==> src/rtl/level_alarm_supervisor.sv <==
module level_alarm_supervisor #(
  parameter int NFLAG = 4,
  parameter int TW    = 16
) (
  input  logic             clk,
  input  logic             rst_n,
  input  logic             lvl_weak,
  input  logic             lvl_strong,
  input  logic [NFLAG-1:0] abn_flags,
  input  logic             unblock_en,
  input  logic [TW-1:0]    arm_cycles,
  input  logic [TW-1:0]    clear_cycles,
  output logic             trip_block,
  output logic             guard_block,
  output logic             alarm,
  output logic             unblock_request
);
  localparam int CW = TW + 1;

  logic          cond, run, hit, weak_q;
  logic [TW-1:0] cnt, limit;

  assign cond  = |abn_flags;
  assign limit = alarm ? clear_cycles : arm_cycles;
  assign run   = alarm ? ~cond : cond;
  assign hit   = ({1'b0, cnt} + CW'(1)) >= {1'b0, limit};

  always_ff @(posedge clk or negedge rst_n) begin
    if (!rst_n) begin
      cnt   <= '0;
      alarm <= 1'b0;
    end else if (!run) begin
      cnt <= '0;
    end else if (hit) begin
      cnt   <= '0;
      alarm <= ~alarm;
    end else begin
      cnt <= cnt + TW'(1);
    end
  end

  always_ff @(posedge clk or negedge rst_n) begin
    if (!rst_n) weak_q <= 1'b0;
    else        weak_q <= lvl_weak;
  end

  assign trip_block      = lvl_weak | lvl_strong | alarm;
  assign guard_block     = alarm;
  assign unblock_request = unblock_en & lvl_weak & ~weak_q;
endmodule

==> config.mk <==
export PLATFORM = sky130hd
export DESIGN_NAME = level_alarm_supervisor
export DESIGN_NICKNAME = d
export VERILOG_FILES = /design/src/rtl/level_alarm_supervisor.sv
export SDC_FILE = /design/constraint.sdc
export NUM_CORES = 1
export LEC_CHECK = 0
export ABC_AREA = 1
export BUFFER_PORTS_ARGS = -buffer_cell sky130_fd_sc_hd__buf_2
export CELL_PAD_IN_SITES_DETAIL_PLACEMENT = 1
export CELL_PAD_IN_SITES_GLOBAL_PLACEMENT = 1
export CORE_UTILIZATION = 34
export CTS_CLUSTER_DIAMETER = 60
export CTS_CLUSTER_SIZE = 16
export DETAILED_ROUTE_END_ITERATION = 8
export PLACE_DENSITY = 0.84
export SLEW_MARGIN = 20
export SYNTH_ARGS = -nofsm -noshare
export SYNTH_HDL_FRONTEND = slang
export SYNTH_SLANG_ARGS = --single-unit
==> constraint.sdc <==
create_clock -name clk -period 2.3 [get_ports clk]
set_input_delay 0.23 -clock clk [delete_from_list [all_inputs] [get_ports clk]]
set_output_delay 0.23 -clock clk [all_outputs]
set_load 0.005 [all_outputs]
After elaboration in Yosys (flattened, before gate mapping)
Cells that the tools add are included.
{"block": "word_totals", "in_bits": 41, "out_inout_bits": 4, "register_bits": 18, "word_cells": 19}
{"block": "classes", "n_addsub": 2, "n_bitwise": 7, "n_mux": 4, "reduce_logical": 2, "order_cmp": 1}
{"cell": "$mux W16", "n": 3}
{"cell": "$add A16 B1 Y17 const B", "n": 1}
{"cell": "$ge A17 B16 Y1", "n": 1}
{"cell": "$add A16 B1 Y16 const B", "n": 1}
{"cell": "$reduce_or A4 Y1", "n": 1}
{"cell": "$not A1 Y1", "n": 3}
{"cell": "$and A1 B1 Y1", "n": 2}
{"cell": "$or A1 B1 Y1", "n": 2}
{"cell": "$reduce_and A2 Y1", "n": 1}
{"cell": "$mux W1", "n": 1}

Logic depth before layout (Yosys ltp)
Gate-level depths: netlist of the first run.
{"block": "depth", "word_depth": 4, "depth_mapped": 16, "ltp_nobuf": 16}

Least setup slack after synthesis of the first run
OpenSTA, ideal clock, no wires.
{"block": "synth_path", "path_type": "flip-flop to flip-flop", "start": "reg cnt[0]", "end": "reg cnt[5]", "t_arrival_ns": 2.355, "period_less_slack_ns": 2.424, "stages_incl_launch_ff": 17, "required_ns": 2.231, "setup_slack_ns": -0.124, "path_buffers": 1, "setup_time_ns": 0.069, "path_cell_list": "dfrtp_1 > ha_1 > nand2_2 > nor2_4 > nand2_4 > nor2_1 > xor2_1 > inv_1 > ha_1 > nand2_1 > nand2_1 > nand2_1 > a21boi_0 > nor2_1 > nand4_4 > buf_6 > nor2_2"}
{"block": "synth_between", "elab_chain_len": 4, "elab_cells_between_ends": 5, "cone_classes": "add/sub (2); order compare (1); mux (2)"}
{"element": "from (decl)", "line_no": "21", "text": "logic [TW-1:0] cnt, limit;"}
{"element": "from (signal assigned)", "line_no": "38", "text": "cnt <= cnt + TW'(1);"}
{"element": "$add A16 B1 Y17", "line_no": "26", "text": "assign hit = ({1'b0, cnt} + CW'(1)) >= {1'b0, limit};"}
{"element": "$ge A17 B16 Y1", "line_no": "26"}
{"element": "$mux W16 *", "line_no": "34", "text": "end else if (hit) begin"}
{"element": "$mux W16 *", "line_no": "32", "text": "end else if (!run) begin"}
Mark *: on every way between the ends. The rest lies on a longest branch, timed or not.
A chain may end at the register's enable or synchronous reset.

Worst setup path in the final report of the first run
{"block": "layout_path", "start": "reg cnt[1]", "end": "reg cnt[4]"}
The elaborated chain is that of the path after synthesis.

==> results of run 1 <==
==> worst max-delay path, stage by stage (launching register included) <==
cell and delay (ns):
dfrtp_1 0.46, ha_4 0.19, nand2_4 0.06, nor2_4 0.24, nand2_4 0.11, nor2_4 0.15, xor2_2 0.20, inv_2 0.07
ha_4 0.26, nand2_2 0.07, nand2_2 0.06, nand2_1 0.07, a21boi_1 0.07, nor2_2 0.19, nand4_4 0.20, buf_12 0.21
nor2_4 0.09
==> registers in the layout, summed over array words and instances, names as in the netlist <==
| name | count |
|---|---|
| cnt | 16 |
| alarm | 1 |
| weak_q | 1 |
==> per-layer routing <==
layer / share of wire, % / GRT usage, %
met4: 2.9 / 13.2
met1: 41 / 29.2
met2: 53 / 48.7
met3: 2.6 / 3.03
met5: 0 / 0
==> timing repair <==
action | CTS | global route
gates cloned | 0 | 1
hold endpoints to repair | 18 | 0
buffers inserted | 10 | 6
gates resized for setup | 22 | 44
pin swaps | 12 | 29
setup endpoints to repair | 17 | 17
hold buffers | 1 | 0
==> layout make-up <==
cell class / count / area (sq um) / area share (%)
timing repair buffer: 91 / 622 / 23.6
inverter: 28 / 105 / 3.98
tap: 52 / 65.1 / 2.46
sequential: 18 / 450 / 17.1
multi-input combinational: 156 / 1340 / 50.9
clock buffer: 4 / 55.1 / 2.09
==> worst paths after layout <==
path,endpoint,slack (ns),cells after the start
setup / recovery,cnt[4]$_DFF_PN0_,-0.47,16
hold / removal,weak_q$_DFF_PN0_,0.1,1
setup reg to reg,cnt[4]$_DFF_PN0_,-0.47,16
hold reg to reg,cnt[15]$_DFF_PN0_,0.61,3
max in group asynchronous,weak_q$_DFF_PN0_,1.52,2
min in group asynchronous,cnt[13]$_DFF_PN0_,0.45,2
==> logic make-up after synthesis <==
kind of cell / count (synthesis) / share of synthesized area [%]
flops: 18 / 28.3
buf+inv: 32 / 8.40
mux: 16 / 10.1
fa+ha+maj: 17 / 13.3
simple gates: 102 / 30.0
compound gates: 9 / 3.30
xor+xnor: 12 / 6.59
==> cell usage in the layout, fill, tap and decap left out, types with 2 or more instances in the layout <==
master / count
xor2_1: 2
nand2_1: 27
nor2_1: 16
nand4_1: 3
nand2_4: 4
a21o_1: 2
nand3_2: 4
xor2_2: 7
dfrtp_1: 18
xnor2_1: 2
nand2_2: 13
inv_1: 24
nor2_2: 17
clkbuf_8: 4
buf_4: 42
buf_12: 2
ha_1: 9
ha_4: 8
nand3_1: 3
buf_2: 44
mux2i_1: 15
a21oi_1: 3
inv_2: 4
nor2_4: 10
==> power groups by stage <==
| stage | Clock, mW | Sequential (mW) | Combinational [mW] |
|---|---|---|---|
| after floorplan | 0 | 0.327 | 0.0540 |
| after global placement | 0 | 0.327 | 0.103 |
| after detailed placement | 0 | 0.327 | 0.109 |
| after CTS | 0.276 | 0.320 | 0.134 |
| after global routing | 0.298 | 0.322 | 0.178 |
| final | 0.292 | 0.322 | 0.166 |
==> through the flow <==
| stage | setup WS [ns] | utilization (%) |
|---|---|---|
| 5_1_grt | -0.562 | 59.4 |
| 2_1_floorplan | -0.0572 | - |
| 4_1_cts | -0.219 | 53.4 |
| 6_report | -0.471 | 59.4 |
| 3_3_place_gp | -0.274 | 46.9 |
| 3_5_place_dp | -0.372 | 46.9 |
==> metrics, run 1 <==
Post-synth top flop=dfrtp_1; Vias/cell=5.17; worst endpoint data arrival time=2.98 ns; initial antenna violation count=0; overall routing resource usage=26.2%; Worst Path Required=2.51 ns; Critical R2R Launch=cnt[1]$_DFF_PN0_; Die W=70.5 microns; setup_tns=-7.41 ns; Final setup viols=17; Post-DRT Antenna Nets=0; post-synth cell types=27; placed insts=327; largest net degree at the start of global routing=19; Initial Utilization=35.9%; Clock power frac=a little under two fifths; fillers=529; placed cell areas=2080 sq um; peak supply drop=between 0.15 and 0.2 mV; drt first pass iters=6; RSZ-0062 raised after global routing=true; hold wc startpoint=lvl_weak; Worst setup SP type=flop; Tcrit/Tclk final=120%; share of layout cells above drive strength 1=56.9%; clk slew on worst S/H paths=0.07 ns; part of the power in registers=41.3%; syn_nets=~260; Max Cap Viol=0; fmax=361 MHz; 1st-iter DRT viols=98; PD cells=295 nW/um^2; total power=779 uW; final worst path period need=2.77 ns; die height=~70 microns; count leader, synth=nand2_1; Pint=around 550 uW; area growth from synthesis to layout=65.6%; first-pass GRT wire length=9700 microns; critical path class=reg2reg; mean routed wirelength per cell=21.1 microns; Ys Warns=0; Slew Limit Fails=0; leakage=1.42 nW; core area=roughly 4400 sq um; # nets final=between 300 and 400; CTS Buffer Depth=2; Hold Path Class=in2reg; Via Count=1803; TritonCTS buffer count=3; Crit. End Element=flop; die area=4970 sq um; Slew HR=69.2%; Sw Share=28.8%; Post-Syn Area=1590 sq um; Final Cell Area=roughly 2600 sq um; ranking of synthesized cells by area=dfrtp_1 28%, ha_1 13%, nand2_1 9.7%; violated checks=design-rule violations, negative setup slack; # diodes=0; CTS tree=built; CTS root buffer=clkbuf_8; NetSw=225 uW; buffers added on ports=44; Seq/Total Area, Yosys=roughly 28%; leading area contributor after synthesis=dfrtp_1; vias in the first global route=1899; EDFF count, synth=0; outcome=finished with violations; Final Wtd Congestion=0.822; Post-synth top cells=41 x nand2_1, 31 x nor2_1, 28 x inv_1; post-synthesis cell count=between 200 and 250; non-filler cells, final=349; ys async rst share=100%; WL final=7350 microns; drt drc=2; flops & latches, synth=18; crit path launch=cnt[1]$_DFF_PN0_; Sink Count=18; final worst slack=-0.471 ns; Skew-Pair Late Insertion Delay=0.28 ns; DP Wirelength=about 3800 microns; gr ovfl total=0; worst hold margin=0.0976 ns; I/O Pins=45; Final Hold Fails=0; Comb power frac=21.3%; worst-path fanout max=5; synthesized area per cell=7.74 sq um; area share of the largest cell type after synthesis=28.3%; Worst-Margin Slew=0.462 ns; Rows=24; worst-case clock skew=0.0110 ns; H-tree depth=1
Note: power is estimated with default switching activity, not from simulation.
==> run 2, diff against run 1 <==
Settings changed: CORE_UTILIZATION 34 to 35, CTS_BUF_LIST set to sky130_fd_sc_hd__clkbuf_4, PLACE_DENSITY 0.84 to 0.85.
==> run 2 against run 1 <==
Net effect:
- the run ends with negative setup slack left
- routed wire length increased by 2.5%
- register-to-register slack worse by 0.11 ns
- core utilization up 0.91 points
- clock-buffer cell count is 1 lower
- first-iteration DRC count increased by 1.0%
- sequential power barely moved
- clock skew shrank 0.0012 ns
==> metrics, run 2 (synthesized netlist as in run 1, its figures left out) <==
mean routed wirelength per cell=21.7 microns (+3.1%); Final Hold Fails=0 (unchanged); violated checks=negative setup slack; TritonCTS buffer count=3 (unchanged); CP peak stage delay=0.43 ns (-0.03 ns); Max Cap Viol=0 (unchanged); CP max stage cell=dfrtp_1; DP Wirelength=3890 microns (+2.0%); non-filler cells, final=347 (-0.57%); Crit. End Element=flop; Final Wtd Congestion=0.832 (+1.3%); final worst slack=-0.586 ns (-0.115 ns); Initial Utilization=36.6% (+0.74 points); NetSw=220 uW (-2.1%); worst-path fanout max=7 (+2); fmax=347 MHz (-4.0%); outcome=finished with violations; Slew Limit Fails=0 (unchanged); # diodes=0 (unchanged); Comb power frac=23.6% (+2.3 points); # nets final=355 (-0.28%); CTS tree=built; worst endpoint data arrival time=3.16 ns (+0.18 ns); Final Cell Area=2630 sq um (-0.52%); Post-DRT Antenna Nets=0 (unchanged); Worst Path Required=2.57 ns (+0.06 ns); Skew-Pair Late Insertion Delay=0.34 ns (+0.06 ns); H-tree depth=1 (unchanged); first-pass GRT wire length=9880 microns (+1.8%); Sink Count=18 (unchanged); Via Count=1867 (+3.5%); drt first pass iters=4 (-2); largest net degree at the start of global routing=19 (unchanged); Vias/cell=5.38 (+4.1%); leakage=1.44 nW (+1.8%); placed insts=328 (+0.31%); I/O Pins=45 (unchanged); part of the power in registers=47.6% (+6.3 points); core area=4350 sq um (-2.0%); max reg flops=16 (unchanged); Slew HR=66.6% (-2.7 points); drt drc=0 (-2); Clock power frac=28.8% (-8.6 points); Worst setup SP type=flop; Die W=69.5 microns (-1.4%); Worst-Margin Slew=0.502 ns (+0.0400 ns); crit path cell chain=buf_4 > nand3_2 > nor2_1 > nand3_1 > xor2_1 > inv_1 > ha_1 > nand2_2 > nor2_2 > a21boi_2 > nor2_2 > nand4_4 > clkbuf_16 > nor2_4; Post-Place Worst Slack=-0.378 ns (-0.00597 ns); worst-case clock skew=0.00980 ns (-0.00122 ns); CTS root buffer=clkbuf_4; most common cell after layout, fill and taps aside=buf_2; critical path class=reg2reg; PD cells=257 nW/um^2 (-13%); die area=4830 sq um (-2.8%); Rows=24 (unchanged); placed cell areas=2120 sq um (+1.6%); Pint=456 uW (-18%); Final setup viols=17 (unchanged); commonest non-fill, non-tap cells in the layout=44 x buf_2, 38 x buf_4, 28 x nand2_1, 26 x inv_1; buffers added on ports=44 (unchanged); Hold Path Class=in2reg; CTS Buffer Depth=2 (unchanged); area growth from synthesis to layout=64.8%; die height=69.5 microns (-1.4%); clk slew on worst S/H paths=0.13 ns (+0.06 ns); 1st-iter DRT viols=99 (+1.0%); gr ovfl total=0 (unchanged); WL final=7530 microns (+2.5%); peak supply drop=0.141 mV (-24%); largest register by flop count=cnt; RSZ-0062 raised after global routing=true; final worst path period need=2.89 ns (+0.115 ns); vias in the first global route=2050 (+8.0%); initial antenna violation count=0 (unchanged); overall routing resource usage=26.8% (+0.63 points); Tcrit/Tclk final=125% (+5.0 points); total power=676 uW (-13%); share of layout cells above drive strength 1=54.9% (-2.0 points); Largest regs=cnt: 16 flops, alarm: 1 flops, weak_q: 1 flops; fillers=517 (-2.3%); most frequent CP cell=nor2_2; Sw Share=32.5% (+3.7 points)
run 2: cell count changes in the layout (fill, tap and decap cells not counted), moves of 3 or more:
cell      change
clkbuf_4      +3
ha_4          -3
nand2_2       -3
buf_6         +3
clkbuf_8      -4
xor2_2        -3
nor2_4        +5
buf_4         -4
nor2_2        -7
run 2: worst paths after layout:
check,end,from,depth (start not counted),slack (ns)
worst max-delay path,cnt[12]$_DFF_PN0_,cnt[0]$_DFF_PN0_,14,-0.59
worst max register to register,cnt[12]$_DFF_PN0_,cnt[0]$_DFF_PN0_,14,-0.59
max in group asynchronous,cnt[0]$_DFF_PN0_,rst_n,2,1.56
worst min register to register,cnt[15]$_DFF_PN0_,cnt[15]$_DFF_PN0_,3,0.65
worst min-delay path,weak_q$_DFF_PN0_,lvl_weak,1,0.03
min in group asynchronous,cnt[2]$_DFF_PN0_,rst_n,2,0.39
run 2: repair_timing:
action                                  4_1_cts  5_1_grt
hold endpoints to repair                     18        0
hold buffers                                  1        0
pin swaps                                     7       18
setup buffers                                 9        6
gates resized for setup                      31       43
gates cloned                                  1        0
endpoints found under the setup margin       17       17
run 2: power groups by stage:
stage / Clock, mW / Sequential (mW) / Combinational, mW
floorplan: 0 / 0.327 / 0.0540
global route: 0.199 / 0.322 / 0.170
detailed placement: 0 / 0.327 / 0.116
CTS: 0.175 / 0.321 / 0.136
finish: 0.195 / 0.322 / 0.160
global placement: 0 / 0.327 / 0.109
run 2: critical path: cells and delay by family (launching register included):
kind	cells	cell delay [ns]
buffers and inverters	3	0.46
adder cells (fa/ha/maj)	1	0.34
flip-flops	1	0.43
XOR/XNOR	1	0.27
AND/OR/NAND/NOR	8	1.15
AO/OA/AOI/OAI	1	0.15
run 2: layout make-up:
| class | count | area [sq um] | area share, % |
|---|---|---|---|
| multi-input cells | 156 | 1360 | 51.7 |
| repair buffers | 90 | 626 | 23.8 |
| flip-flops and latches | 18 | 450 | 17.2 |
| inverters | 28 | 105 | 4.00 |
| well taps | 52 | 65.1 | 2.48 |
| clock buffers | 3 | 22.5 | 0.858 |
run 2: per-layer routing:
| metal | up-vias | track usage, % | wire length [microns] |
|---|---|---|---|
| li1 | 825 | - | - |
| met1 | 939 | 29.1 | 3050 |
| met2 | 68 | 50.6 | 3870 |
| met3 | 35 | 2.91 | 239 |
| met4 | 0 | 14.3 | 375 |
| met5 | - | 0 | 0 |
run 2: stage by stage:
stage	hold slack, ns	setup TNS, ns	util (%)
2_1_floorplan	-0.0656	-0.560	-
3_3_place_gp	0.183	-4.03	48.6
3_5_place_dp	0.199	-6.11	48.6
4_1_cts	0.0436	-4.90	54.7
5_1_grt	0.0356	-10.74	60.3
6_report	0.0335	-9.00	60.3
